==> config.mk <==
export PLATFORM = sky130hd
export DESIGN_NAME = dma_chan_status_hub
export DESIGN_NICKNAME = d
export VERILOG_FILES = /design/src/rtl/chstat_pkg.sv /design/src/rtl/dsa_chan_word.sv /design/src/rtl/dsa_rd_mux.sv /design/src/rtl/dma_chan_status_hub.sv
export SDC_FILE = /design/constraint.sdc
export NUM_CORES = 1
export LEC_CHECK = 0
export ABC_CLOCK_PERIOD_IN_PS = 3900
export CELL_PAD_IN_SITES_DETAIL_PLACEMENT = 1
export CELL_PAD_IN_SITES_GLOBAL_PLACEMENT = 1
export CORE_MARGIN = 5
export CORE_UTILIZATION = 30
export DETAILED_ROUTE_END_ITERATION = 16
export PLACE_DENSITY = 0.78
export SYNTH_ARGS = -nofsm -noshare
export SYNTH_HDL_FRONTEND = slang
export SYNTH_SLANG_ARGS = --single-unit
==> constraint.sdc <==
create_clock -name clk -period 3.9 [get_ports clk]
set_clock_uncertainty 0.15 [all_clocks]
set_input_delay 0.975 -clock clk [delete_from_list [all_inputs] [get_ports clk]]
set_output_delay 0.975 -clock clk [all_outputs]
set_load 0.02 [all_outputs]
==> src/rtl/chstat_pkg.sv <==
package chstat_pkg;

   localparam int unsigned BIT_RUN     = 31;
   localparam int unsigned BIT_NOFETCH = 30;
   localparam int unsigned BIT_STOPIE  = 29;
   localparam int unsigned BIT_REQ     = 8;
   localparam int unsigned BIT_STOP    = 3;
   localparam int unsigned BIT_END     = 2;
   localparam int unsigned BIT_START   = 1;
   localparam int unsigned BIT_ERR     = 0;

   localparam int unsigned WORD_W      = 32;
   localparam logic [7:0]  SUMMARY_OFS = 8'hF0;

   typedef struct packed {
      logic run;
      logic nofetch;
      logic stop_ie;
   } ctrl_t;

   typedef struct packed {
      logic endf;
      logic startf;
      logic errf;
   } flags_t;

   function automatic logic [WORD_W-1:0] pack_word(ctrl_t c, logic req, logic stop, flags_t f);
      logic [WORD_W-1:0] w;
      w              = '0;
      w[BIT_RUN]     = c.run;
      w[BIT_NOFETCH] = c.nofetch;
      w[BIT_STOPIE]  = c.stop_ie;
      w[BIT_REQ]     = req;
      w[BIT_STOP]    = stop;
      w[BIT_END]     = f.endf;
      w[BIT_START]   = f.startf;
      w[BIT_ERR]     = f.errf;
      return w;
   endfunction

endpackage

==> src/rtl/dsa_chan_word.sv <==
module dsa_chan_word
   import chstat_pkg::*;
(
   input  logic              clk,
   input  logic              rst_n,
   input  logic              wr_i,
   input  logic [WORD_W-1:0] wdata_i,
   input  logic              ev_start_i,
   input  logic              ev_end_i,
   input  logic              ev_err_i,
   input  logic              halted_i,
   input  logic              req_i,
   input  logic              start_ie_i,
   input  logic              end_ie_i,
   output logic [WORD_W-1:0] word_o,
   output logic              run_o,
   output logic              pend_o
);

   ctrl_t  ctrl_q;
   flags_t flg_q;
   flags_t flg_d;
   logic   stop_state;

   // Sticky flags: a write of 1 clears, and an event in the same cycle overrides the clear.
   always_comb begin
      flg_d.endf   = (flg_q.endf   & ~(wr_i & wdata_i[BIT_END]))   | ev_end_i;
      flg_d.startf = (flg_q.startf & ~(wr_i & wdata_i[BIT_START])) | ev_start_i;
      flg_d.errf   = (flg_q.errf   & ~(wr_i & wdata_i[BIT_ERR]))   | ev_err_i;
   end

   always_ff @(posedge clk or negedge rst_n) begin
      if (!rst_n) begin
         ctrl_q <= '0;
         flg_q  <= '0;
      end else begin
         if (wr_i) begin
            ctrl_q.run     <= wdata_i[BIT_RUN];
            ctrl_q.nofetch <= wdata_i[BIT_NOFETCH];
            ctrl_q.stop_ie <= wdata_i[BIT_STOPIE];
         end
         flg_q <= flg_d;
      end
   end

   assign stop_state = ~ctrl_q.run | halted_i;
   assign run_o      = ctrl_q.run;
   assign word_o     = pack_word(ctrl_q, req_i, stop_state, flg_q);
   assign pend_o     = (flg_q.endf & end_ie_i) | (flg_q.startf & start_ie_i)
                     | flg_q.errf | (stop_state & ctrl_q.stop_ie);


   end_wins_chk: assert property (@(posedge clk) disable iff (!rst_n)
      ev_end_i |=> word_o[BIT_END]);

   start_wins_chk: assert property (@(posedge clk) disable iff (!rst_n)
      ev_start_i |=> word_o[BIT_START]);

   err_wins_chk: assert property (@(posedge clk) disable iff (!rst_n)
      ev_err_i |=> word_o[BIT_ERR]);

   end_hold_chk: assert property (@(posedge clk) disable iff (!rst_n)
      (word_o[BIT_END] && !(wr_i && wdata_i[BIT_END])) |=> word_o[BIT_END]);

   err_clear_chk: assert property (@(posedge clk) disable iff (!rst_n)
      (wr_i && wdata_i[BIT_ERR] && !ev_err_i) |=> !word_o[BIT_ERR]);

   run_clear_chk: assert property (@(posedge clk) disable iff (!rst_n)
      (wr_i && !wdata_i[BIT_RUN]) |=> (!run_o && word_o[BIT_STOP]));

endmodule

==> src/rtl/dsa_rd_mux.sv <==
module dsa_rd_mux
   import chstat_pkg::*;
#(
   parameter int unsigned NUM_CH = 32,
   parameter int unsigned ADDR_W = 8
) (
   input  logic [ADDR_W-1:0]             addr_i,
   input  logic [NUM_CH-1:0][WORD_W-1:0] words_i,
   input  logic [WORD_W-1:0]             summary_i,
   output logic [WORD_W-1:0]             rdata_o
);

   localparam int unsigned WIDX_W = ADDR_W - 2;

   logic [WIDX_W-1:0] widx;
   assign widx = addr_i[ADDR_W-1:2];

   always_comb begin
      rdata_o = '0;
      if (addr_i == ADDR_W'(SUMMARY_OFS)) begin
         rdata_o = summary_i;
      end else begin
         for (int i = 0; i < NUM_CH; i++) begin
            if (widx == WIDX_W'(i)) rdata_o = words_i[i];
         end
      end
   end

endmodule

==> src/rtl/dma_chan_status_hub.sv <==
module dma_chan_status_hub
   import chstat_pkg::*;
#(
   parameter int unsigned NUM_CH = 32,
   parameter int unsigned ADDR_W = 8
) (
   input  logic              clk,
   input  logic              rst_n,
   input  logic              bus_wr_en,
   input  logic [ADDR_W-1:0] bus_addr,
   input  logic [31:0]       bus_wdata,
   output logic [31:0]       bus_rdata,
   input  logic [NUM_CH-1:0] ev_start_i,
   input  logic [NUM_CH-1:0] ev_end_i,
   input  logic [NUM_CH-1:0] ev_err_i,
   input  logic [NUM_CH-1:0] eng_halted_i,
   input  logic [NUM_CH-1:0] req_pend_i,
   input  logic [NUM_CH-1:0] desc_start_ie_i,
   input  logic [NUM_CH-1:0] desc_end_ie_i,
   output logic [NUM_CH-1:0] run_o,
   output logic              irq_o
);

   localparam int unsigned WIDX_W = ADDR_W - 2;

   generate
      if (NUM_CH < 1 || NUM_CH > WORD_W) begin : g_bad_ch
         $error("NUM_CH must lie between 1 and 32");
      end
      if (ADDR_W < 8) begin : g_bad_addr
         $error("ADDR_W must reach the summary offset");
      end
   endgenerate

   logic [NUM_CH-1:0]             wr_sel;
   logic [NUM_CH-1:0][WORD_W-1:0] words;
   logic [NUM_CH-1:0]             pend;
   logic [WORD_W-1:0]             summary;
   logic [WIDX_W-1:0]             widx;

   assign widx = bus_addr[ADDR_W-1:2];

   for (genvar gi = 0; gi < NUM_CH; gi++) begin : g_ch
      assign wr_sel[gi] = bus_wr_en && (widx == WIDX_W'(gi));

      dsa_chan_word u_word (
         .clk        (clk),
         .rst_n      (rst_n),
         .wr_i       (wr_sel[gi]),
         .wdata_i    (bus_wdata),
         .ev_start_i (ev_start_i[gi]),
         .ev_end_i   (ev_end_i[gi]),
         .ev_err_i   (ev_err_i[gi]),
         .halted_i   (eng_halted_i[gi]),
         .req_i      (req_pend_i[gi]),
         .start_ie_i (desc_start_ie_i[gi]),
         .end_ie_i   (desc_end_ie_i[gi]),
         .word_o     (words[gi]),
         .run_o      (run_o[gi]),
         .pend_o     (pend[gi])
      );
   end

   assign summary = WORD_W'(pend);
   assign irq_o   = |pend;

   dsa_rd_mux #(
      .NUM_CH (NUM_CH),
      .ADDR_W (ADDR_W)
   ) u_rd_mux (
      .addr_i    (bus_addr),
      .words_i   (words),
      .summary_i (summary),
      .rdata_o   (bus_rdata)
   );


   sum_wr_chk: assert property (@(posedge clk) disable iff (!rst_n)
      (bus_wr_en && bus_addr == ADDR_W'(SUMMARY_OFS)) |=> $stable(run_o));

   sum_onehot_sel_chk: assert property (@(posedge clk) disable iff (!rst_n)
      $onehot0(wr_sel));

endmodule

# ---- Word-level counts from Yosys, hierarchy flattened
# Cells that the tools add are included.
dict set report totals {
  ff_bits 192
  in_bits 267
  output_inout_bits 65
  wordCells 931
}
dict set report classes {
  eq_ne 32
  muxes 33
  n_bitwise 640
  n_reduce_logical 34
}
# operator count
set ops {}
lappend ops {{$mux 32} 33}
lappend ops {{$and 1x1->1} 288}
lappend ops {{$or 1x1->1} 224}
lappend ops {{$not 1->1} 128}
lappend ops {{$eq 6x5->1 const B} 16}
lappend ops {{$eq 6x4->1 const B} 8}
lappend ops {{$logic_and 1x1->1} 32}
lappend ops {{$reduce_or 32->1} 1}
lappend ops {{$eq 6x3->1 const B} 4}
lappend ops {{$eq 6x2->1 const B} 2}
lappend ops {{$eq 8x8->1 const B} 1}
lappend ops {{$eq 6x1->1 const B} 1}
lappend ops {{$logic_not 6->1} 1}

# ---- Logic depth before layout (Yosys ltp)
dict set report depth {
  ltp_word 35
  ltp_mapped 10
}

# ---- By module
# From an unflattened synthesis, not the netlist that was laid out.
dict set report hier_totals {
  hier_cells 3016
  area_unflattened_um2 24688.7
}
# module n_inst cells_per_inst area_each_um2 seq_area_each_um2
set by_module_without_submodules {}
lappend by_module_without_submodules {dsa_chan_word 32 46 449.2 150.1}
lappend by_module_without_submodules {dsa_rd_mux 1 1481 10003.3 0.0}
lappend by_module_without_submodules {dma_chan_status_hub 1 63 311.5 0.0}

# ---- Worst setup path before layout
# OpenSTA, ideal clock, no wires.
dict set report synth_timing {
  path_type {input -> output}
  from {input port bus_addr[2]}
  to {output port bus_rdata[0]}
  arrival_time_ps 2793
  t_required_ps 2775
  slack_ps -18
  path_stages 9
  cell_sequence {buf_2 -> buf_4 -> buf_4 -> buf_2 -> nand2_1 -> a2bb2oi_1 -> o2111ai_1 -> o31a_1 -> o21ai_0}
}
dict set report synth_between {
  elab_chain_cells 34
  word_cells_on_any_way 66
}
# element line_no
set synth_rtl {}
lappend synth_rtl {{from (decl)} dma_chan_status_hub.sv:10} ;# input logic [ADDR_W-1:0] bus_addr,
lappend synth_rtl {{$logic_not 6->1} dsa_rd_mux.sv:24} ;# if (widx == WIDX_W'(i)) rdata_o = words_i[i];
lappend synth_rtl {{$mux 32 (32 in series)} dsa_rd_mux.sv:24}
lappend synth_rtl {{$mux 32 (*)} dsa_rd_mux.sv:20} ;# if (addr_i == ADDR_W'(SUMMARY_OFS)) begin
lappend synth_rtl {{to (decl)} dma_chan_status_hub.sv:12} ;# output logic [31:0] bus_rdata,
# Every way passes the cells marked *; elsewhere a longest branch is shown, timed or not.

# ---- Worst setup path after layout
dict set report layout_timing {
  from {input port bus_addr[6]}
  to {output port bus_rdata[1]}
}
# The elaborated chain is that of the path after synthesis.

==> results list <==
- Total power after layout: 0.00545 W
* Half-perimeter wire length of the detailed placement result: 48.1 mm
- The portion of synthesized area spent on multiplexers is approximately 14%.
* Most instantiated library cell after synthesis: sky130_fd_sc_hd__dfrtp_1
- Final RePlAce weighted congestion: 0.962
* Sinks on the clock net: 192
- At the end of the flow, the number of nets in the layout was 1991.
* # DRC: 0
* Clock slew at reported path FFs: roughly 80 ps
* Compound-cell area share of the yosys netlist: a little under a quarter
- Internal Pwr Total: 0.00377 W
- Final period util: 110%
- TritonCTS built the clock tree.
- STA classifies the critical path endpoint as a primary output.
- Ant. Diodes: 0
- Main combinational cell family by area after synthesis: compound AO/OA/AOI/OAI gates
* First-pass GRT wire length: 90.0 mm
* Antenna violations before repair: 1
- Post-synthesis cell area: 0.0117 mm2
- The number of nets handed over by synthesis was 1486.
- Number of buffers inserted during clock tree synthesis: 17
- Data arrival time of the critical path: 3160 ps
* Category of the worst setup path launch point: primary input
- Mean instance size in the synthesized netlist: 9.61 um2
* Total of fill cells in the finished design: 4249
- Total gr overflow: 0
- Total via count in the routed design: 12.5k
- The share of total power dissipated in combinational logic is 24.3%.
- Drt initial violations: 957
- XOR/XNOR Fraction of Synth Area: 0%
- Net Sw Power: roughly 0.0017 W
- Outcome: complete, but fails checks
- Startpoint of the worst register-to-register path: g_ch[6].u_word.run_o$_DFFE_PN0P_
* Cell types with the highest counts after synthesis: 192 x sky130_fd_sc_hd__dfrtp_1, 143 x sky130_fd_sc_hd__nand2_1, 114 x sky130_fd_sc_hd__mux2_2
- The worst register-to-register path has a depth of 2.
- The die covers 0.0431 mm2.
* Slew margin rel.: ~45%
- In the global route stage, overall resource usage came out at 27.7%.
- The tree is rooted in a sky130_fd_sc_hd__clkbuf_16.
- Crit Path Category: primary input to primary output
- For this design the static power due to leakage is 7.60 nW.
- Clock group share of total power: 33.6%
- Buffer levels on the longest clock path: 2
* Final worst path period need: 4290 ps
* Initial Utilization: 30.3%
- The count of buffers added on input and output ports is 305.
- Length of the first detailed-routing pass in iterations: 5
* Maximum resistive drop on vdd: 0.000299 V
* Via-per-instance ratio: 5.56
* Ys flop type: sky130_fd_sc_hd__dfrtp_1
- After the flow finishes, the layout carries non-filler instances totaling 2254.
- Max-cap violations in this run came to 0.
* Kind of path behind the tightest hold check: register to register
- Final number of setup-violating endpoints: 8
* Post-synth EDFFs: 0
- Synthesis inferred around 190 register bits.
- Number of failing hold endpoints at the final stage: 0
* RSZ-0062 raised after global routing: yes
- Vias in the first global route: 13.6k
* Relative contribution of sequential cells to total power: between 40% and 50%
* Worst R2R End: g_ch[6].u_word.run_o$_DFFE_PN0P_
- Worst Tran Pin Value: a little over 800 ps
* Post-route antenna net violation count: 0
- Total negative slack: -2040 ps
* Total routed wirelength: 62.4 mm
- Post-synthesis to final-layout area growth: 59.5%
* Number of top-level design ports: 332
* Yosys warns: 0
- The number of hold buffers added after CTS was 0.
* Async SR Flop Fraction: 100%
- Of the cells placed in the final design, the portion with a size suffix greater than 1 is a little over a third.
* End point of the critical path: bus_rdata[1]
- Std-Cell Rows: between 70 and 80
- After detailed routing, the average wire length per cell comes to 27.7 um.
- In this run the horizontal extent of the chip is 208 um.
- Measured on the finished design, the core utilization comes to 48.4%.
* Cell type with the largest total area after synthesis: sky130_fd_sc_hd__dfrtp_1
- Fmax: approximately 0.23 GHz
* Violated checks: setup timing
- The number of placed instances, taps included, is 2177.
- The later pin in the worst-skew pair is clocked with a latency of 460 ps.
- Count of final max-slew check failures: 0
- Of the post-synthesis cell area, the dominant cell type holds 41.0%.
- In this run the worst path has a maximum fanout of 5.
* Most area-consuming cells after synthesis: sky130_fd_sc_hd__dfrtp_1 41%, sky130_fd_sc_hd__mux2_2 11%, sky130_fd_sc_hd__a21o_1 6.4%
* Net Sw Frac: 30.8%
- The die is 208 um tall.
- Worst EP required: about 2800 ps
- Htree depth: 4
- Synth Instances: 1219
- Area inside the core boundary: 0.0386 mm2
* Start point of the critical path: bus_addr[6]
* Number of distinct standard cells referenced by the synthesized netlist: 78
- For this run, the register share of the synthesized area comes to 41.0%.
* Pwr per Cell Area: 292 mW/mm2
* Simple-gate portion of the synthesized area: 15.7%
* Adder-cell area share of the yosys netlist: 0%
- Largest net degree at the start of global routing: 88
- Worst Slack Setup Final: -390 ps
* Worst hold slack: 358 ps
- For flop-to-flop paths, the worst setup slack is 2780 ps.
-- worst max-delay path, stage by stage --
cell and delay, ps:
sky130_fd_sc_hd__buf_8 110, sky130_fd_sc_hd__buf_6 110, sky130_fd_sc_hd__or4b_4 480, sky130_fd_sc_hd__buf_6 150, sky130_fd_sc_hd__a221o_1 280, sky130_fd_sc_hd__o21ai_1 170, sky130_fd_sc_hd__a32oi_2 210, sky130_fd_sc_hd__a2111oi_4 400
sky130_fd_sc_hd__nor2_2 120, sky130_fd_sc_hd__buf_6 150
-- power by group through the flow --
stage | Clock, W | Combinational [W] | Sequential, W
after CTS | 0.00187 | 0.00128 | 0.00228
final | 0.00183 | 0.00133 | 0.00229
after global routing | 0.00193 | 0.00139 | 0.00231
after detailed placement | 0 | 0.00120 | 0.00231
after floorplan | 0 | 0.000546 | 0.00224
after global placement | 0 | 0.00119 | 0.00230
-- through the flow --
step,instance area [um2],setup WS [ps]
after detailed placement,16800,-1460
final,18700,-390
after global routing,18700,-457
after floorplan,11700,12.7
after global placement,16800,-1480
after CTS,18100,-402
-- registers in the layout, summed over array words and instances, names as in the netlist --
signal and count:
g_ch.u_word.run_o 32, g_ch.u_word.word_o 160
-- placed cells by master (no fill, tap or decap), types with 9 or more instances in the layout --
cell and instances:
sky130_fd_sc_hd__a21o_1 100, sky130_fd_sc_hd__a21oi_1 35, sky130_fd_sc_hd__a21oi_2 31, sky130_fd_sc_hd__a221o_1 37, sky130_fd_sc_hd__a31oi_1 12, sky130_fd_sc_hd__buf_12 9, sky130_fd_sc_hd__buf_2 16, sky130_fd_sc_hd__buf_4 263
sky130_fd_sc_hd__buf_6 38, sky130_fd_sc_hd__clkbuf_16 17, sky130_fd_sc_hd__clkdlybuf4s50_1 231, sky130_fd_sc_hd__dfrtp_1 192, sky130_fd_sc_hd__dlygate4sd2_1 12, sky130_fd_sc_hd__dlymetal6s2s_1 24, sky130_fd_sc_hd__mux2_2 114, sky130_fd_sc_hd__mux2i_1 23
sky130_fd_sc_hd__nand2_1 140, sky130_fd_sc_hd__nand2b_1 33, sky130_fd_sc_hd__nand3_1 14, sky130_fd_sc_hd__nand4_1 13, sky130_fd_sc_hd__nor2_1 83, sky130_fd_sc_hd__nor3_1 10, sky130_fd_sc_hd__o211ai_1 13, sky130_fd_sc_hd__o21ai_0 30
sky130_fd_sc_hd__o21ai_1 10
-- worst min-delay path by stage --
stage	from	end	slack, ps	depth (start not counted)
6_report	g_ch[12].u_word.word_o[0]$_DFF_PN0_	g_ch[12].u_word.word_o[0]$_DFF_PN0_	360	1
5_1_grt	g_ch[6].u_word.word_o[30]$_DFFE_PN0P_	g_ch[6].u_word.word_o[30]$_DFFE_PN0P_	380	1
4_1_cts	g_ch[12].u_word.word_o[0]$_DFF_PN0_	g_ch[12].u_word.word_o[0]$_DFF_PN0_	360	1
3_5_place_dp	g_ch[2].u_word.word_o[30]$_DFFE_PN0P_	g_ch[2].u_word.word_o[30]$_DFFE_PN0P_	340	1
3_3_place_gp	g_ch[4].u_word.word_o[2]$_DFF_PN0_	g_ch[4].u_word.word_o[2]$_DFF_PN0_	330	1
2_1_floorplan	g_ch[19].u_word.word_o[2]$_DFF_PN0_	g_ch[19].u_word.word_o[2]$_DFF_PN0_	310	1
-- routing by layer --
metal	wire [um]	track usage, %	share of wire, %	vias up
met4	2040	10.7	3.3	2
met5	13	0	0.021	-
li1	-	-	-	5510
met1	26000	35.1	42	6398
met3	3450	4.88	5.5	108
met2	30800	47.2	49	513
-- final cells by class --
class                           count  area (um2)  area share, %
Clock buffer                       17         425           2.28
Timing Repair Buffer              608        5590           29.9
Inverter                            7        31.3          0.167
Sequential cell                   192        4800           25.7
Tap cell                          518         648           3.47
Clock inverter                     14         156          0.837
Multi-Input combinational cell    898        7030           37.6
-- repair_timing --
| action | 4_1_cts | 5_1_grt |
|---|---|---|
| pin swaps | 48 | 64 |
| gates resized for setup | 261 | 146 |
| buffers inserted | 24 | 23 |
| hold endpoints to repair | 0 | 0 |
| setup endpoints to repair | 33 | 26 |
| gates cloned | 2 | 0 |
-- cell families after synthesis --
kind of cell    after synthesis
buf+inv                     129
compound gates              381
mux                         144
simple gates                373
flops                       192
(Power assumes the default switching activity.)
